File: config.mk
export PLATFORM = sky130hd
export DESIGN_NAME = spec_alias_guard
export DESIGN_NICKNAME = d
export VERILOG_FILES = /design/src/rtl/alias_guard_pkg.sv /design/src/rtl/guard_region_table.sv /design/src/rtl/guard_overlap_cmp.sv /design/src/rtl/guard_overflow_flag.sv /design/src/rtl/spec_alias_guard.sv
export SDC_FILE = /design/constraint.sdc
export NUM_CORES = 1
export LEC_CHECK = 0
export ABC_AREA = 0
export BUFFER_PORTS_ARGS = -buffer_cell sky130_fd_sc_hd__buf_4
export CAP_MARGIN = 30
export CORE_MARGIN = 2
export CORE_UTILIZATION = 50
export CTS_BUF_LIST = sky130_fd_sc_hd__clkbuf_4 sky130_fd_sc_hd__clkbuf_8
export CTS_CLUSTER_DIAMETER = 200
export DETAILED_ROUTE_END_ITERATION = 8
export GPL_TIMING_DRIVEN = 0
export PLACE_DENSITY = 0.69
export SLEW_MARGIN = 20
export SYNTH_ARGS = -nofsm -noshare
export SYNTH_HDL_FRONTEND = slang
export SYNTH_HIERARCHICAL = 1
export SYNTH_SLANG_ARGS = --single-unit
File: constraint.sdc
create_clock -name clk -period 6.94 [get_ports clk]
set_clock_uncertainty 0.1 [all_clocks]
set_input_delay 0.694 -clock clk [delete_from_list [all_inputs] [get_ports clk]]
set_output_delay 0.694 -clock clk [all_outputs]
set_load 0.05 [all_outputs]
File: src/rtl/alias_guard_pkg.sv
package alias_guard_pkg;

  typedef logic [1:0] size_code_t;

  // last byte offset of an access: 2^code - 1
  function automatic logic [3:0] span_last(input size_code_t code);
    logic [3:0] r;
    case (code)
      2'd0:    r = 4'd0;
      2'd1:    r = 4'd1;
      2'd2:    r = 4'd3;
      default: r = 4'd7;
    endcase
    return r;
  endfunction

endpackage

File: src/rtl/guard_region_table.sv
module guard_region_table
  import alias_guard_pkg::*;
#(
  parameter int ADDR_W  = 32,
  parameter int ENTRIES = 8,
  localparam int EXT_W  = ADDR_W + 1,
  localparam int PTR_W  = (ENTRIES > 1) ? $clog2(ENTRIES) : 1,
  localparam int CNT_W  = $clog2(ENTRIES + 1)
) (
  input  logic                           clk,
  input  logic                           rst,
  input  logic                           wr_en,
  input  logic [ADDR_W-1:0]              wr_addr,
  input  size_code_t                     wr_size,
  input  logic                           clr,
  output logic [ENTRIES-1:0]             valid_o,
  output logic [ENTRIES-1:0][EXT_W-1:0]  base_o,
  output logic [ENTRIES-1:0][EXT_W-1:0]  last_o,
  output logic                           evict_o
);

  logic [ENTRIES-1:0][EXT_W-1:0] base_q;
  logic [ENTRIES-1:0][EXT_W-1:0] last_q;
  logic [ENTRIES-1:0]            valid_q;
  logic [PTR_W-1:0]              ptr_q;
  logic [CNT_W-1:0]              count_q;
  logic                          full;
  logic [EXT_W-1:0]              new_base;
  logic [EXT_W-1:0]              new_last;

  assign full     = (count_q == CNT_W'(ENTRIES));
  assign new_base = {1'b0, wr_addr};
  assign new_last = new_base + {{(EXT_W-4){1'b0}}, span_last(wr_size)};
  assign evict_o  = wr_en && full;

  // region storage: one write port, all words read in parallel
  always_ff @(posedge clk) begin
    if (wr_en) begin
      base_q[ptr_q] <= new_base;
      last_q[ptr_q] <= new_last;
    end
  end

  // occupancy and round-robin pointer (oldest entry next to replace)
  always_ff @(posedge clk) begin
    if (rst || clr) begin
      valid_q <= '0;
      ptr_q   <= '0;
      count_q <= '0;
    end else if (wr_en) begin
      valid_q[ptr_q] <= 1'b1;
      ptr_q          <= (ptr_q == PTR_W'(ENTRIES - 1)) ? '0 : ptr_q + 1'b1;
      if (!full) count_q <= count_q + 1'b1;
    end
  end

  assign valid_o = valid_q;
  assign base_o  = base_q;
  assign last_o  = last_q;


  count_bound_chk: assert property (@(posedge clk) disable iff (rst)
    count_q <= CNT_W'(ENTRIES));


  valid_count_chk: assert property (@(posedge clk) disable iff (rst)
    $countones(valid_q) == int'(count_q));


  clear_empty_chk: assert property (@(posedge clk) disable iff (rst)
    clr |=> (valid_q == '0));

endmodule

File: src/rtl/guard_overlap_cmp.sv
module guard_overlap_cmp #(
  parameter int ENTRIES = 8,
  parameter int EXT_W   = 33
) (
  input  logic [ENTRIES-1:0]             valid_i,
  input  logic [ENTRIES-1:0][EXT_W-1:0]  base_i,
  input  logic [ENTRIES-1:0][EXT_W-1:0]  last_i,
  input  logic [EXT_W-1:0]               q_base,
  input  logic [EXT_W-1:0]               q_last,
  output logic                           hit_o
);

  logic [ENTRIES-1:0] hit_vec;

  for (genvar g = 0; g < ENTRIES; g++) begin : g_cmp
    assign hit_vec[g] = valid_i[g] &&
                        (base_i[g] <= q_last) &&
                        (q_base <= last_i[g]);
  end

  assign hit_o = |hit_vec;

endmodule

File: src/rtl/guard_overflow_flag.sv
module guard_overflow_flag (
  input  logic clk,
  input  logic rst,
  input  logic set_i,
  input  logic consume_i,
  input  logic clr_i,
  output logic flag_o
);

  logic flag_q;

  always_ff @(posedge clk) begin
    if (rst || clr_i)    flag_q <= 1'b0;
    else if (set_i)      flag_q <= 1'b1;
    else if (consume_i)  flag_q <= 1'b0;
  end

  assign flag_o = flag_q;


  ovf_set_chk: assert property (@(posedge clk) disable iff (rst)
    (set_i && !clr_i) |=> flag_o);

endmodule

File: src/rtl/spec_alias_guard.sv
module spec_alias_guard
  import alias_guard_pkg::*;
#(
  parameter int ADDR_W  = 32,
  parameter int ENTRIES = 8,
  localparam int EXT_W  = ADDR_W + 1
) (
  input  logic              clk,
  input  logic              rst,
  input  logic              prot_valid,
  input  logic [ADDR_W-1:0] prot_addr,
  input  logic [1:0]        prot_size,
  input  logic              chk_valid,
  input  logic [ADDR_W-1:0] chk_addr,
  input  logic [1:0]        chk_size,
  input  logic              commit,
  input  logic              rollback,
  output logic              alias_fault
);

  logic                          clr;
  logic                          tbl_wr;
  logic [ENTRIES-1:0]            tbl_valid;
  logic [ENTRIES-1:0][EXT_W-1:0] tbl_base;
  logic [ENTRIES-1:0][EXT_W-1:0] tbl_last;
  logic                          evict;
  logic                          hit;
  logic                          ovf;
  logic [EXT_W-1:0]              st_base;
  logic [EXT_W-1:0]              st_last;
  logic                          fault_q;

  assign clr     = commit || rollback;
  assign tbl_wr  = prot_valid && !clr;
  assign st_base = {1'b0, chk_addr};
  assign st_last = st_base + {{(EXT_W-4){1'b0}}, span_last(chk_size)};

  guard_region_table #(.ADDR_W(ADDR_W), .ENTRIES(ENTRIES)) u_table (
    .clk     (clk),
    .rst     (rst),
    .wr_en   (tbl_wr),
    .wr_addr (prot_addr),
    .wr_size (prot_size),
    .clr     (clr),
    .valid_o (tbl_valid),
    .base_o  (tbl_base),
    .last_o  (tbl_last),
    .evict_o (evict)
  );

  guard_overlap_cmp #(.ENTRIES(ENTRIES), .EXT_W(EXT_W)) u_cmp (
    .valid_i (tbl_valid),
    .base_i  (tbl_base),
    .last_i  (tbl_last),
    .q_base  (st_base),
    .q_last  (st_last),
    .hit_o   (hit)
  );

  guard_overflow_flag u_ovf (
    .clk       (clk),
    .rst       (rst),
    .set_i     (evict),
    .consume_i (chk_valid),
    .clr_i     (clr),
    .flag_o    (ovf)
  );

  always_ff @(posedge clk) begin
    if (rst) fault_q <= 1'b0;
    else     fault_q <= chk_valid && (hit || ovf);
  end

  assign alias_fault = fault_q;


  fault_cause_chk: assert property (@(posedge clk) disable iff (rst)
    alias_fault |-> $past(chk_valid));


  ovf_force_chk: assert property (@(posedge clk) disable iff (rst)
    (chk_valid && ovf) |=> alias_fault);

endmodule

==> summary.md <==
| Metric | Value |
|---|---|
| Outcome | `finished, final reports clean` |
| Hold Violations, Final | `0` |
| Setup Fix Bufs, Post-CTS | `0` |
| Initial Util | `50.53%` |
| Fmax | `0.1764 GHz` |
| EDFF count, synth | `520` |
| Number of library cell types mapped by synthesis | `74` |
| Clock Latency Late Sink | `0.67 ns` |
| Total power | `7.188 mW` |
| 1st-iter DRT viols | `1,411` |
| DRT antenna net count | `0` |
| Ys Warns | `6` |
| Post-synth ARST share | `0%` |
| R2R depth | `10` |
| Post-synth top area share | `51.30%` |
| RR Endpoint | `alias_fault$_SDFF_PP0_` |
| Chip Width | `250.7 um` |
| Post-synthesis area per instance | `12.18 um^2` |
| Vias | `20,850` |
| CTS tree | `yes` |
| Root buffer cell | `clkbuf_8` |
| FF-to-FF setup slack | `3.00 ns` |
| Leakage power | `14.42 nW` |
| Worst Path Required | `7.40 ns` |
| Hold WC Path Type | `in2reg` |
| Post-DR wirelength/cell | `21.50 um` |
| CP Class | `in2reg` |
| Worst slew margin | `31.14%` |
| Sw frac | `23.79%` |
| Top FF cell, synth | `edfxtp_1` |
| Reg power frac | `49.8%` |
| Max Slew Vio Count | `0` |
| First-pass GRT wire length | `117,600 um` |
| Synth Instances | `2,500` |
| Worst-Margin Slew | `1.029 ns` |
| Area grow syn2layout | `13.19%` |
| Post-Place Cell Area | `0.03256 mm^2` |
| DPL Wire Length | `56,640 um` |
| Critical path fanouts, max | `8` |
| Post-CTS resize count | `0` |
| CTS Sinks | `537` |
| Net switching power | `1.710 mW` |
| DIE AREA | `0.06287 mm^2` |
| Leading area contributor after synthesis | `edfxtp_1` |
| CP endpoint kind | `register` |
| DR vias/cell | `5.835` |
| I/O Buffers | `74` |
| Top cells by area, synth | `edfxtp_1, ha_1, inv_1` |
| Cts hold-fix bufs | `0` |
| Largest net degree at the start of global routing | `30` |
| Cell area after synthesis | `0.03044 mm^2` |
| Max Cap Viol | `0` |
| Tot GR Track Use | `24.63%` |
| RSZ-0062 raised after global routing | `false` |
| Hold Crit Endpoint | `alias_fault$_SDFF_PP0_` |
| Row count | `90` |
| Core ar. | `0.06025 mm^2` |
| Clock-pin slew on the worst setup and hold paths | `0.06 ns` |
| TritonRoute pass-1 iters | `7` |
| Final setup fails | `0` |
| Power per cell area | `208.6 mW/mm^2` |
| Pint | `5.478 mW` |
| Fin nets | `3,334` |
| I/O pins | `75` |
| Place WS | `0.7730 ns` |
| Fill count | `4,838` |
| Yosys reg bits | `537` |
| Grt total ovfl | `0` |
| Hold slack | `0.09923 ns` |
| Hold Path Depth | `2` |
| Chip height | `250.7 um` |
| Max IR drop VDD | `134.6 uV` |
| Vias in the first global route | `21,520` |
| Reg2Reg Launch Point | `u_table/last_o[196]$_DFFE_PP_` |
| Final Cycle Share | `81.69%` |
| Startpoint Class | `input pin` |
| Hold Startpoint | `rst` |
| CP arrival | `6.13 ns` |
| Routability cong. | `0.8381` |
| Residual DRC | `0` |
| Antenna violations before repair | `1` |
| PnR worst setup slack | `1.270 ns` |
| Min Clock Period, post-route | `5.670 ns` |
| Combinational share of power | `9.6%` |
| Post-synth top cells | `ha_1, edfxtp_1, inv_1, a21oi_1, nand2_1` |
| Clk buf depth | `3` |
| Share of total power in the clock network | `40.6%` |
| Post-Route Utilization | `57.19%` |
| Final wirelength | `76,840 um` |
| Share of layout cells above drive strength 1 | `11.00%` |
| H-Tree Depth | `3` |
| ANT cells | `0` |
| Most numerous cell in the Yosys netlist | `ha_1` |
| Seq/Total Area, Yosys | `52.42%` |
| TritonCTS Buffers | `92` |
| Finished Cell Area | `0.03445 mm^2` |
[metrics by stage]
stage                     setup TNS [ns]  cells
after floorplan                        0   2514
after global placement           -331.86   3370
after CTS                              0   3570
final                                  0   3574
after detailed placement               0   3404
after global routing                   0   3574
[power groups by stage]
| stage | Clock (mW) | Sequential [mW] | Combinational, mW |
|---|---|---|---|
| floorplan | 0 | 3.65 | 0.376 |
| global placement | 0 | 3.65 | 0.629 |
| detailed placement | 0 | 3.65 | 0.678 |
| CTS | 2.98 | 3.58 | 0.683 |
| global route | 3.13 | 3.58 | 0.768 |
| finish | 2.92 | 3.58 | 0.690 |
[layout make-up]
type	instances	area [um^2]	area share, %
plain buffers	20	116.4	0.3377
clock buffers	128	1555	4.514
inverters	331	1242	3.606
multi-input cells	1626	13260	38.47
repair buffers	112	1035	3.003
clock inverters	38	315.3	0.9152
well taps	782	978.4	2.840
flip-flops and latches	537	15960	46.31
[cell usage in the layout (no fill, tap or decap), types with 67 or more instances in the layout]
cell type	Yosys	final
ha_1	538	538
edfxtp_1	520	520
inv_1	331	331
a21oi_1	198	198
nand2_1	143	143
nand4_1	120	120
buf_4	10	100
clkbuf_8	0	95
nor2_1	82	76
nand3_1	67	67
[critical path, cell delays in order]
cell and delay [ns]:
buf_4 0.10, or2_2 0.10, ha_1 0.19, inv_1 0.07, fa_1 0.42, nand2b_1 0.22, a21o_1 0.25, nor3_1 0.68
xor2_1 0.20, inv_1 0.27, ha_1 0.41, nand4_1 0.21, nor4_1 0.59, a21oi_1 0.15, a31oi_1 0.51, a21oi_1 0.19
or4_1 0.65, nor2_1 0.15, nor3b_1 0.06
[sequential cells by signal, summed over array words and instances (netlist names)]
register / count
alias_fault: 1
u_ovf/flag_o: 1
u_table/base_o: 256
u_table/count_q: 4
u_table/last_o: 264
u_table/ptr_q: 3
u_table/valid_o: 8
[cells by family (layout without fill, tap and decap cells)]
family	after synthesis	count (layout)	share of synthesized area (%)
and+or+nand+nor	579	579	10.44
other	2	16	0.02467
muxes	1	1	0.03289
adders and majority gates	540	540	22.25
DFF	537	537	52.42
buffers and inverters	351	629	4.464
xor gates and xnor gates	63	63	1.813
AOI/OAI and AO/OA	427	427	8.566
[worst max path at each step]
stage | start | to | slack (ns)
finish | chk_size[1] | alias_fault$_SDFF_PP0_ | 1.27
global route | chk_size[1] | alias_fault$_SDFF_PP0_ | 1.20
CTS | chk_size[1] | alias_fault$_SDFF_PP0_ | 1.49
detailed placement | chk_size[1] | alias_fault$_SDFF_PP0_ | 0.77
global placement | rollback | u_table/last_o[159]$_DFFE_PP_ | -2.87
floorplan | rollback | u_table/base_o[0]$_DFFE_PP_ | 0.31
[routing by layer]
layer	vias to the layer above	share of wire (%)	global-route usage, %
met5	-	0	0
met4	0	4.6	11.57
met3	189	4.8	3.583
li1	9855	-	-
met2	617	49	42.79
met1	10190	41	30.30
Power figures use the tool's default switching activity.
